<file path="src/rtl/pin_trig_pkg.sv">
`timescale 1ns/1ps
package pin_trig_pkg;

  typedef enum logic {
    TRIG_EDGE  = 1'b0,
    TRIG_LEVEL = 1'b1
  } trig_e;

  // Strobes from control to datapath for the pin granted this cycle.
  typedef struct packed {
    logic fire;      // request handed over downstream
    logic accepted;  // at least one destination took it
  } svc_stb_t;

endpackage

</file>
<file path="src/rtl/pin_trig_pick.sv">
`timescale 1ns/1ps
module pin_trig_pick #(
  parameter int WIDTH = 8,
  localparam int IDX_W = (WIDTH > 1) ? $clog2(WIDTH) : 1
) (
  input  logic [WIDTH-1:0] reqVec,
  output logic [WIDTH-1:0] grantVec,
  output logic [IDX_W-1:0] grantIdx,
  output logic             anyGrant
);

  logic [WIDTH:0] seenBelow;
  assign seenBelow[0] = 1'b0;

  for (genvar g = 0; g < WIDTH; g++) begin : g_chain
    assign grantVec[g]     = reqVec[g] & ~seenBelow[g];
    assign seenBelow[g+1]  = seenBelow[g] | reqVec[g];
  end

  assign anyGrant = seenBelow[WIDTH];

  always_comb begin
    grantIdx = '0;
    for (int i = 0; i < WIDTH; i++) begin
      if (grantVec[i]) grantIdx = grantIdx | IDX_W'(i);
    end
  end

endmodule

</file>
<file path="src/rtl/pin_trig_datapath.sv">
`timescale 1ns/1ps
module pin_trig_datapath
  import pin_trig_pkg::*;
#(
  parameter int NUM_PINS = 8,
  parameter int VEC_W    = 8,
  parameter int DEST_W   = 8,
  parameter int MODE_W   = 3,
  parameter int IDX_W    = 3
) (
  input  logic                clk,
  input  logic                rst_n,
  input  logic [NUM_PINS-1:0] lineUpd,
  input  logic [NUM_PINS-1:0] lineVal,
  input  logic                cfgWe,
  input  logic [IDX_W-1:0]    cfgIdx,
  input  logic [VEC_W-1:0]    cfgVector,
  input  logic [DEST_W-1:0]   cfgDest,
  input  logic [MODE_W-1:0]   cfgMode,
  input  logic                cfgLevel,
  input  logic                cfgMask,
  input  logic                eoiValid,
  input  logic [VEC_W-1:0]    eoiVector,
  input  logic [NUM_PINS-1:0] grantVec,
  input  svc_stb_t            stb,
  output logic [NUM_PINS-1:0] irrBits,
  output logic [NUM_PINS-1:0] remoteBits,
  output logic [NUM_PINS-1:0] deliveredBits,
  output logic [NUM_PINS-1:0] maskBits,
  output logic [NUM_PINS-1:0] levelBits,
  output logic [NUM_PINS-1:0] eligibleBits,
  output logic [NUM_PINS-1:0] kickBits,
  output logic [NUM_PINS-1:0] dropBits,
  output logic [NUM_PINS-1:0] coalesced,
  output logic [VEC_W-1:0]    outVector,
  output logic [DEST_W-1:0]   outDest,
  output logic [MODE_W-1:0]   outMode,
  output logic                outLevel
);

  logic [VEC_W-1:0]  vecArr  [NUM_PINS];
  logic [DEST_W-1:0] destArr [NUM_PINS];
  logic [MODE_W-1:0] modeArr [NUM_PINS];

  for (genvar g = 0; g < NUM_PINS; g++) begin : g_pin
    logic              irrQ, remQ, delQ, mskQ;
    trig_e             trigQ;
    logic [VEC_W-1:0]  vecQ;
    logic [DEST_W-1:0] destQ;
    logic [MODE_W-1:0] modeQ;

    logic assertEv, deassertEv, cfgHit, eoiHit, fireHit, isLevel;

    assign isLevel    = (trigQ == TRIG_LEVEL);
    assign assertEv   = lineUpd[g] & lineVal[g];
    assign deassertEv = lineUpd[g] & ~lineVal[g];
    assign cfgHit     = cfgWe && (cfgIdx == IDX_W'(g));
    assign eoiHit     = eoiValid && isLevel && (vecQ == eoiVector);
    assign fireHit    = stb.fire & grantVec[g];

    // edge pins only pulse when a second assertion lands on a pending bit
    assign coalesced[g] = assertEv & ~isLevel & irrQ;

    // events that open a delivery attempt for this pin
    assign kickBits[g] = (assertEv & (isLevel | ~irrQ))
                       | (eoiHit & ~mskQ & irrQ)
                       | (cfgHit & cfgLevel & irrQ);
    assign dropBits[g] = deassertEv;

    assign eligibleBits[g] = ~mskQ & ~(isLevel & remQ);

    always_ff @(posedge clk) begin
      if (!rst_n) begin
        irrQ  <= 1'b0;
        remQ  <= 1'b0;
        delQ  <= 1'b0;
        mskQ  <= 1'b1;
        trigQ <= TRIG_EDGE;
        vecQ  <= '0;
        destQ <= '0;
        modeQ <= '0;
      end else begin
        if (deassertEv)    irrQ <= 1'b0;
        else if (assertEv) irrQ <= 1'b1;

        if (fireHit && !isLevel)       delQ <= 1'b1;
        else if (assertEv && !isLevel) delQ <= 1'b0;

        if (cfgHit && !cfgLevel)                    remQ <= 1'b0;
        else if (fireHit && isLevel && stb.accepted) remQ <= 1'b1;
        else if (eoiHit)                            remQ <= 1'b0;

        if (cfgHit) begin
          mskQ  <= cfgMask;
          trigQ <= trig_e'(cfgLevel);
          vecQ  <= cfgVector;
          destQ <= cfgDest;
          modeQ <= cfgMode;
        end
      end
    end

    assign irrBits[g]       = irrQ;
    assign remoteBits[g]    = remQ;
    assign deliveredBits[g] = delQ;
    assign maskBits[g]      = mskQ;
    assign levelBits[g]     = isLevel;
    assign vecArr[g]        = vecQ;
    assign destArr[g]       = destQ;
    assign modeArr[g]       = modeQ;
  end

  // one-hot AND-OR payload select
  always_comb begin
    outVector = '0;
    outDest   = '0;
    outMode   = '0;
    outLevel  = 1'b0;
    for (int i = 0; i < NUM_PINS; i++) begin
      outVector = outVector | (vecArr[i]  & {VEC_W{grantVec[i]}});
      outDest   = outDest   | (destArr[i] & {DEST_W{grantVec[i]}});
      outMode   = outMode   | (modeArr[i] & {MODE_W{grantVec[i]}});
      outLevel  = outLevel  | (levelBits[i] & grantVec[i]);
    end
  end

endmodule

</file>
<file path="src/rtl/pin_trig_control.sv">
`timescale 1ns/1ps
module pin_trig_control
  import pin_trig_pkg::*;
#(
  parameter int NUM_PINS = 8,
  parameter int IDX_W    = 3
) (
  input  logic                clk,
  input  logic                rst_n,
  input  logic [NUM_PINS-1:0] kickBits,
  input  logic [NUM_PINS-1:0] dropBits,
  input  logic [NUM_PINS-1:0] eligibleBits,
  input  logic                reqReady,
  input  logic                reqAccepted,
  output logic [NUM_PINS-1:0] grantVec,
  output logic [IDX_W-1:0]    grantIdx,
  output logic                reqValid,
  output svc_stb_t            stb
);

  logic [NUM_PINS-1:0] svcQ;
  logic [NUM_PINS-1:0] candVec;
  logic [NUM_PINS-1:0] doneVec;
  logic [NUM_PINS-1:0] svcNext;
  logic                anyGrant;
  logic [IDX_W-1:0]    pickIdx;

  assign candVec = svcQ & eligibleBits;

  pin_trig_pick #(.WIDTH(NUM_PINS)) u_pick (
    .reqVec   (candVec),
    .grantVec (grantVec),
    .grantIdx (pickIdx),
    .anyGrant (anyGrant)
  );

  assign grantIdx     = pickIdx;
  assign reqValid     = anyGrant;
  assign stb.fire     = anyGrant & reqReady;
  assign stb.accepted = anyGrant & reqReady & reqAccepted;

  assign doneVec = stb.fire ? grantVec : '0;

  // ineligible attempts fall out; deassertion beats every new event
  assign svcNext = ((candVec & ~doneVec) | kickBits) & ~dropBits;

  always_ff @(posedge clk) begin
    if (!rst_n) svcQ <= '0;
    else        svcQ <= svcNext;
  end

endmodule

</file>
<file path="src/rtl/pin_trigger_ctrl.sv">
`timescale 1ns/1ps
module pin_trigger_ctrl
  import pin_trig_pkg::*;
#(
  parameter int NUM_PINS = 8,
  parameter int VEC_W    = 8,
  parameter int DEST_W   = 8,
  parameter int MODE_W   = 3,
  localparam int IDX_W   = (NUM_PINS > 1) ? $clog2(NUM_PINS) : 1
) (
  input  logic                clk,
  input  logic                rst_n,
  input  logic [NUM_PINS-1:0] lineUpd,
  input  logic [NUM_PINS-1:0] lineVal,
  input  logic                cfgWe,
  input  logic [IDX_W-1:0]    cfgIdx,
  input  logic [VEC_W-1:0]    cfgVector,
  input  logic [DEST_W-1:0]   cfgDest,
  input  logic [MODE_W-1:0]   cfgMode,
  input  logic                cfgLevel,
  input  logic                cfgMask,
  input  logic                eoiValid,
  input  logic [VEC_W-1:0]    eoiVector,
  output logic                reqValid,
  input  logic                reqReady,
  input  logic                reqAccepted,
  output logic [IDX_W-1:0]    reqPin,
  output logic [VEC_W-1:0]    reqVector,
  output logic [DEST_W-1:0]   reqDest,
  output logic [MODE_W-1:0]   reqMode,
  output logic                reqLevel,
  output logic [NUM_PINS-1:0] coalesced,
  output logic [NUM_PINS-1:0] irrBits,
  output logic [NUM_PINS-1:0] remoteBits,
  output logic [NUM_PINS-1:0] deliveredBits
);

  logic [NUM_PINS-1:0] grantVec;
  logic [NUM_PINS-1:0] maskBits, levelBits, eligibleBits, kickBits, dropBits;
  svc_stb_t            stb;

  pin_trig_control #(.NUM_PINS(NUM_PINS), .IDX_W(IDX_W)) u_ctl (
    .clk          (clk),
    .rst_n        (rst_n),
    .kickBits     (kickBits),
    .dropBits     (dropBits),
    .eligibleBits (eligibleBits),
    .reqReady     (reqReady),
    .reqAccepted  (reqAccepted),
    .grantVec     (grantVec),
    .grantIdx     (reqPin),
    .reqValid     (reqValid),
    .stb          (stb)
  );

  pin_trig_datapath #(
    .NUM_PINS (NUM_PINS),
    .VEC_W    (VEC_W),
    .DEST_W   (DEST_W),
    .MODE_W   (MODE_W),
    .IDX_W    (IDX_W)
  ) u_dp (
    .clk           (clk),
    .rst_n         (rst_n),
    .lineUpd       (lineUpd),
    .lineVal       (lineVal),
    .cfgWe         (cfgWe),
    .cfgIdx        (cfgIdx),
    .cfgVector     (cfgVector),
    .cfgDest       (cfgDest),
    .cfgMode       (cfgMode),
    .cfgLevel      (cfgLevel),
    .cfgMask       (cfgMask),
    .eoiValid      (eoiValid),
    .eoiVector     (eoiVector),
    .grantVec      (grantVec),
    .stb           (stb),
    .irrBits       (irrBits),
    .remoteBits    (remoteBits),
    .deliveredBits (deliveredBits),
    .maskBits      (maskBits),
    .levelBits     (levelBits),
    .eligibleBits  (eligibleBits),
    .kickBits      (kickBits),
    .dropBits      (dropBits),
    .coalesced     (coalesced),
    .outVector     (reqVector),
    .outDest       (reqDest),
    .outMode       (reqMode),
    .outLevel      (reqLevel)
  );

endmodule

</file>
<file path="config.mk">
export PLATFORM = sky130hd
export DESIGN_NAME = pin_trigger_ctrl
export DESIGN_NICKNAME = d
export VERILOG_FILES = /design/src/rtl/pin_trig_pkg.sv /design/src/rtl/pin_trig_pick.sv /design/src/rtl/pin_trig_datapath.sv /design/src/rtl/pin_trig_control.sv /design/src/rtl/pin_trigger_ctrl.sv
export SDC_FILE = /design/constraint.sdc
export NUM_CORES = 1
export LEC_CHECK = 0
export BUFFER_PORTS_ARGS = -buffer_cell sky130_fd_sc_hd__buf_2
export CORE_ASPECT_RATIO = 0.6
export CORE_UTILIZATION = 28
export CTS_BUF_LIST = sky130_fd_sc_hd__clkbuf_8
export DETAILED_ROUTE_END_ITERATION = 7
export PLACE_DENSITY = 0.57
export SLEW_MARGIN = 20
export SYNTH_ARGS = -nofsm -noshare
export SYNTH_HDL_FRONTEND = slang
export SYNTH_HIERARCHICAL = 1
export SYNTH_SLANG_ARGS = --single-unit
</file>
<file path="constraint.sdc">
create_clock -name clk -period 2.7 [get_ports clk]
set_input_delay 0.135 -clock clk [delete_from_list [all_inputs] [get_ports clk]]
set_output_delay 0.135 -clock clk [all_outputs]
set_load 0.02 [all_outputs]
</file>
# Yosys cells after proc, flatten, opt, wreduce, memory -nomap -nowiden
# Index checks and enable logic that the tools add are counted.
[classes]
n_eq_ne = 15
muxes = 40
bitwise_logic = 250
reduce_logical = 106
[op_table]
columns = ["op", "count"]
rows = [
  ["$and A8 B8 Y8", 19],
  ["$or A8 B8 Y8", 15],
  ["$and A1 B1 Y1", 113],
  ["$eq A8 B8 Y1", 8],
  ["$logic_and A1 B1 Y1", 64],
  ["$not A1 Y1", 48],
  ["$or A1 B1 Y1", 38],
  ["$mux W1", 33],
  ["$reduce_bool A2 Y1", 16],
  ["$reduce_or A2 Y1", 16],
  ["$and A3 B3 Y3", 8],
  ["$or A3 B3 Y3", 7],
  ["$not A8 Y8", 2],
  ["$eq A3 B3 Y1 const B", 4],
  ["$mux W3", 4],
  ["$logic_not A1 Y1", 9],
  ["$mux W8", 1],
  ["$eq A3 B2 Y1 const B", 2],
  ["$mux W2", 2],
  ["$eq A3 B1 Y1 const B", 1],
  ["$logic_not A3 Y1", 1],
]
[totals]
register_bits = 200
out_inout_bits = 56
word_cells = 476

# Depth between registers and ports, before layout
[depth]
ltp_word = 17
ltp_mapped = 12
mapped_depth_nobuf = 10

# Cells and area by module
# Netlist, hierarchy kept.
[modules_own_cells]
columns = ["module", "instances", "cells_per_inst", "area_each_um2", "seq_area_each_um2"]
rows = [
  ["pin_trig_datapath", 1, 1231, 9796.9, 3843.7],
  ["pin_trig_control", 1, 42, 465.4, 160.2],
  ["pin_trig_pick", 1, 24, 146.4, 0.0],
]

# Worst setup path after synthesis
# No wires, ideal clock.
[synth_path]
path_type = "register -> register"
from = "register u_dp.g_pin[0].trigQ"
to = "register u_dp.g_pin[6].remQ"
setup_ps = 120
arrival_ps = 2884
required_time_ps = 2580
setup_slack_ps = -303
stages_incl_launch_ff = 13
path_buffers = 2
period_less_slack_ps = 3003
cell_sequence = "dfxtp_1 clkbuf_1 a21oi_1 and2_1 or4_4 nor3_2 nand2_1 and2_2 buf_2 and2_0 and3_1 o221a_2 o31a_1"
[synth_lines]
columns = ["element", "line_no", "rtl"]
rows = [
  ["start, declared", "pin_trig_datapath.sv:47", "trig_e trigQ;"],
  ["start signal, assigned", "pin_trig_datapath.sv:95", "trigQ <= trig_e'(cfgLevel);"],
  ["end signal, assigned", "pin_trig_datapath.sv:75", "remQ <= 1'b0;"],
  ["end signal, assigned", "pin_trig_datapath.sv:89", "if (cfgHit && !cfgLevel) remQ <= 1'b0;"],
  ["end signal, assigned", "pin_trig_datapath.sv:90", "else if (fireHit && isLevel && stb.accepted) remQ <= 1'b1;"],
  ["end, declared", "pin_trig_datapath.sv:46", "logic irrQ, remQ, delQ, mskQ;"],
]

# Worst setup path in the final report
[layout_path]
from = "register u_dp.g_pin[2].trigQ"
to = "output reqVector[4]"
[layout_between]
elab_chain_len = 13
elab_cells_between_ends = 32
[layout_lines]
columns = ["element", "line_no", "rtl"]
rows = [
  ["start, declared", "pin_trig_datapath.sv:47", ""],
  ["start signal, assigned", "pin_trig_datapath.sv:95", ""],
  ["$and A1 B1 Y1", "pin_trig_datapath.sv:70", "assign eligibleBits[g] = ~mskQ & ~(isLevel & remQ);"],
  ["$not A1 Y1", "pin_trig_datapath.sv:70", ""],
  ["$and A1 B1 Y1", "pin_trig_datapath.sv:70", ""],
  ["net eligibleBits[2]", "pin_trigger_ctrl.sv:39", "logic [NUM_PINS-1:0] maskBits, levelBits, eligibleBits, kickBits, dropBits;"],
  ["$and A8 B8 Y8", "pin_trig_control.sv:28", "assign candVec = svcQ & eligibleBits;"],
  ["net u_ctl.candVec[2]", "pin_trig_control.sv:22", "logic [NUM_PINS-1:0] candVec;"],
  ["$or A1 B1 Y1 (5 in series)", "pin_trig_pick.sv:17", "assign seenBelow[g+1] = seenBelow[g] | reqVec[g];"],
  ["$not A1 Y1", "pin_trig_pick.sv:16", "assign grantVec[g] = reqVec[g] & ~seenBelow[g];"],
  ["$and A1 B1 Y1", "pin_trig_pick.sv:16", ""],
  ["net grantVec[7]", "pin_trigger_ctrl.sv:38", "logic [NUM_PINS-1:0] grantVec;"],
  ["$and A8 B8 Y8", "pin_trig_datapath.sv:120", "outVector = outVector | (vecArr[i] & {VEC_W{grantVec[i]}});"],
  ["$or A8 B8 Y8", "pin_trig_datapath.sv:120", ""],
  ["end, declared", "pin_trigger_ctrl.sv:28", "output logic [VEC_W-1:0] reqVector,"],
]
# The timed path passes the listed nets, and every way through them passes these cells.

==> flow_metrics.tcl <==
set metrics [dict create \
    drv_cap 0 \
    place_ws_ps 111.0 \
    min_to "u_ctl/svcQ[1]" \
    min_path_type "primary input to flip-flop" \
    utilization 0.3469 \
    path_clk_slew_ps 120 \
    route.vias.total 9681 \
    fin_setup_tns_ps -4043 \
    clock.fmax_mhz 337.8 \
    overflow 0 \
    drive_above_1_share 0.1970 \
    cellPowerDensity_nw_per_um2 462.9 \
    dp_cells 1761 \
    finalWorstSetupSlack_ps -260.6 \
    firstDrtPassIters 8 \
    fill_cells 3633 \
    grt_use_total 0.2048 \
    area_growth_pct 20.05 \
    dp_hpwl_um 25950 \
    clk_latency_ps 520 \
    grt_max_degree 62 \
    dieHeight_um 150.5 \
    fin_crit_sh 1.097 \
    drc_errors 0 \
    layout.cells.non_filler 1849 \
    viasPerCell 5.236 \
    cp.arrival_ps 2830 \
    cts_root_buffer "clkbuf_8" \
    finClkSkew_ps 11.40 \
    wire_per_inst_um 20.88 \
    setup_viol 20 \
    globalplace.congestion 0.8984 \
    yosys_warnings 6 \
    r2r-end "u_dp/g_pin[6].remQ" \
    required_ps 2570 \
    syn_avg_cell_area_um2 8.032 \
    ios 110 \
    hold-path-cell-count 3 \
    ctsHtreeMaxLevel 4 \
    crit_type "flip-flop to primary output" \
    slew_headroom 0.4980 \
    core_um2 35610 \
    grt_pass1_wl_um 57280 \
    clock_sinks 200 \
    io_buffer_count 109 \
    run_status "finished, violations left" \
    ff_latch_area_um2 4016 \
    cts_tree "done" \
    violations "negative setup slack" \
    grt_pass1_vias 9073 \
    finalCriticalPeriod_ps 2961 \
    rr_worst_depth 12 \
    cp-end-kind "primary output" \
    syn_area_um2 10290 \
    grt_antenna_before_repair 1 \
    ir_worst_vdd_mv 0.3434 \
    crit_fanout 6 \
    finalHoldViolCount 0 \
    p_leak_nw 4.523 \
    drt-total-wl_um 38610 \
    multi_input_area_um2 5587 \
    tightest_slew_ps 750.9 \
    drt_iter0_drc 1216 \
    rsz0062_at_grt "true" \
    cts_max_path_buffers 2 \
    crit_path_start_kind "flip-flop" \
    start_util 0.2889 \
    ant_nets 0 \
    nets 1422 \
    syn-num-nets 1335 \
    worst-r2r-setup-slack_ps 40 \
    drv_slew 0 \
    die_area_um2 37540 \
    numCtsBuffers 17 \
    die_w_um 249.5 \
    reg2reg_from "u_dp/g_pin[2].isLevel" \
    synthCells 1281 \
    row_count 53 \
    worstHoldStart "lineVal[1]" \
]
## placed cells by master, fill, tap and decap left out, drive strengths merged, types with 2 or more instances in the layout
cell type / count
xor2: 49
a41oi: 7
clkbuf: 18
clkinv: 2
and4b: 8
nor4b: 8
nor4: 8
inv: 32
nor3b: 11
a31oi: 8
dlygate4sd3: 41
nand2b: 12
nand3b: 7
and3: 9
a211oi: 2
nand3: 20
nor3: 10
dfxtp: 200
o21ai: 25
nand2: 359
nor2: 12
nand4: 22
a21oi: 25
o221a: 8
a21boi: 168
and2: 26
a22oi: 80
nor2b: 14
buf: 170
xnor2: 12
## final cells by class
cell class | instances | area share
repair buffers | 211 | 0.1359
well taps | 467 | 0.04731
flip-flops and latches | 200 | 0.3252
clock inverters | 14 | 0.01236
diodes | 1 | 0.0002026
multi-input cells | 916 | 0.4523
inverters | 22 | 0.006686
clock buffers | 18 | 0.02006
## how the worst max path moves through the flow
stage / start / end / slack, ps / depth (start not counted)
CTS: u_dp/g_pin[2].remQ / reqLevel / -230 / 10
finish: u_dp/g_pin[2].isLevel / reqVector[4] / -260 / 10
global placement: u_dp/g_pin[0].remQ / u_dp/g_pin[6].remQ / 130 / 10
floorplan: u_dp/g_pin[0].isLevel / u_dp/g_pin[6].remQ / 7 / 12
detailed placement: u_dp/g_pin[0].remQ / u_dp/g_pin[6].remQ / 110 / 10
global route: u_dp/g_pin[1].remQ / reqLevel / -320 / 10
## what timing repair did
action / in CTS / in global routing
cloned: 5 / 0
hold buffers: 41 / 0
endpoints found under the hold margin: 173 / 0
resized for setup: 54 / 17
pin swaps: 16 / 3
setup endpoints to repair: 20 / 21
buffers inserted: 8 / 1
## per-stage QoR
stage                     hold slack [ps]  instance area, um2  total power, mW
after detailed placement            437.9               11120            3.679
after global placement              436.3               11120            3.671
after global routing                34.07               12350            5.930
after floorplan                     319.3               10330            3.496
after CTS                           9.448               12280            5.746
final                               15.27               12350            5.717
## per-layer routing
layer  share of wire  vias to the layer above  GRT usage  routed length (um)
li1                -                     4507          -                   -
met3           0.099                       36    0.05187                3828
met4           0.014                        0    0.05154                 545
met5               0                        -          0                   0
met2            0.40                      452     0.2825               15350
met1            0.49                     4686     0.3093               18880
## worst max-delay path, stage by stage (launching register included)
cell and delay [ps]:
dfxtp_2 360, a21oi_2 60, and2_4 140, or4_4 570, nor3_4 150, nor3b_4 240, buf_6 160, buf_12 140
a22oi_1 90, nand4_1 240, buf_6 160
## report_power, final
part           total (mW)  internal (mW)  switching (mW)
clock network        2.03          0.796            1.24
logic               0.610          0.235           0.375
registers            3.07           3.01          0.0591
## registers in the layout (all words and copies together), names as in the netlist
signal / flops
u_dp/g_pin.irrQ: 8
u_dp/g_pin.remQ: 8
u_dp/g_pin.mskQ: 8
u_ctl/svcQ: 8
u_dp/g_pin.isLevel: 8
u_dp/g_pin.delQ: 8
u_dp/g_pin.modeQ: 24
u_dp/g_pin.vecQ: 64
u_dp/g_pin.destQ: 64
No activity file was read; power rests on OpenSTA's default activity.
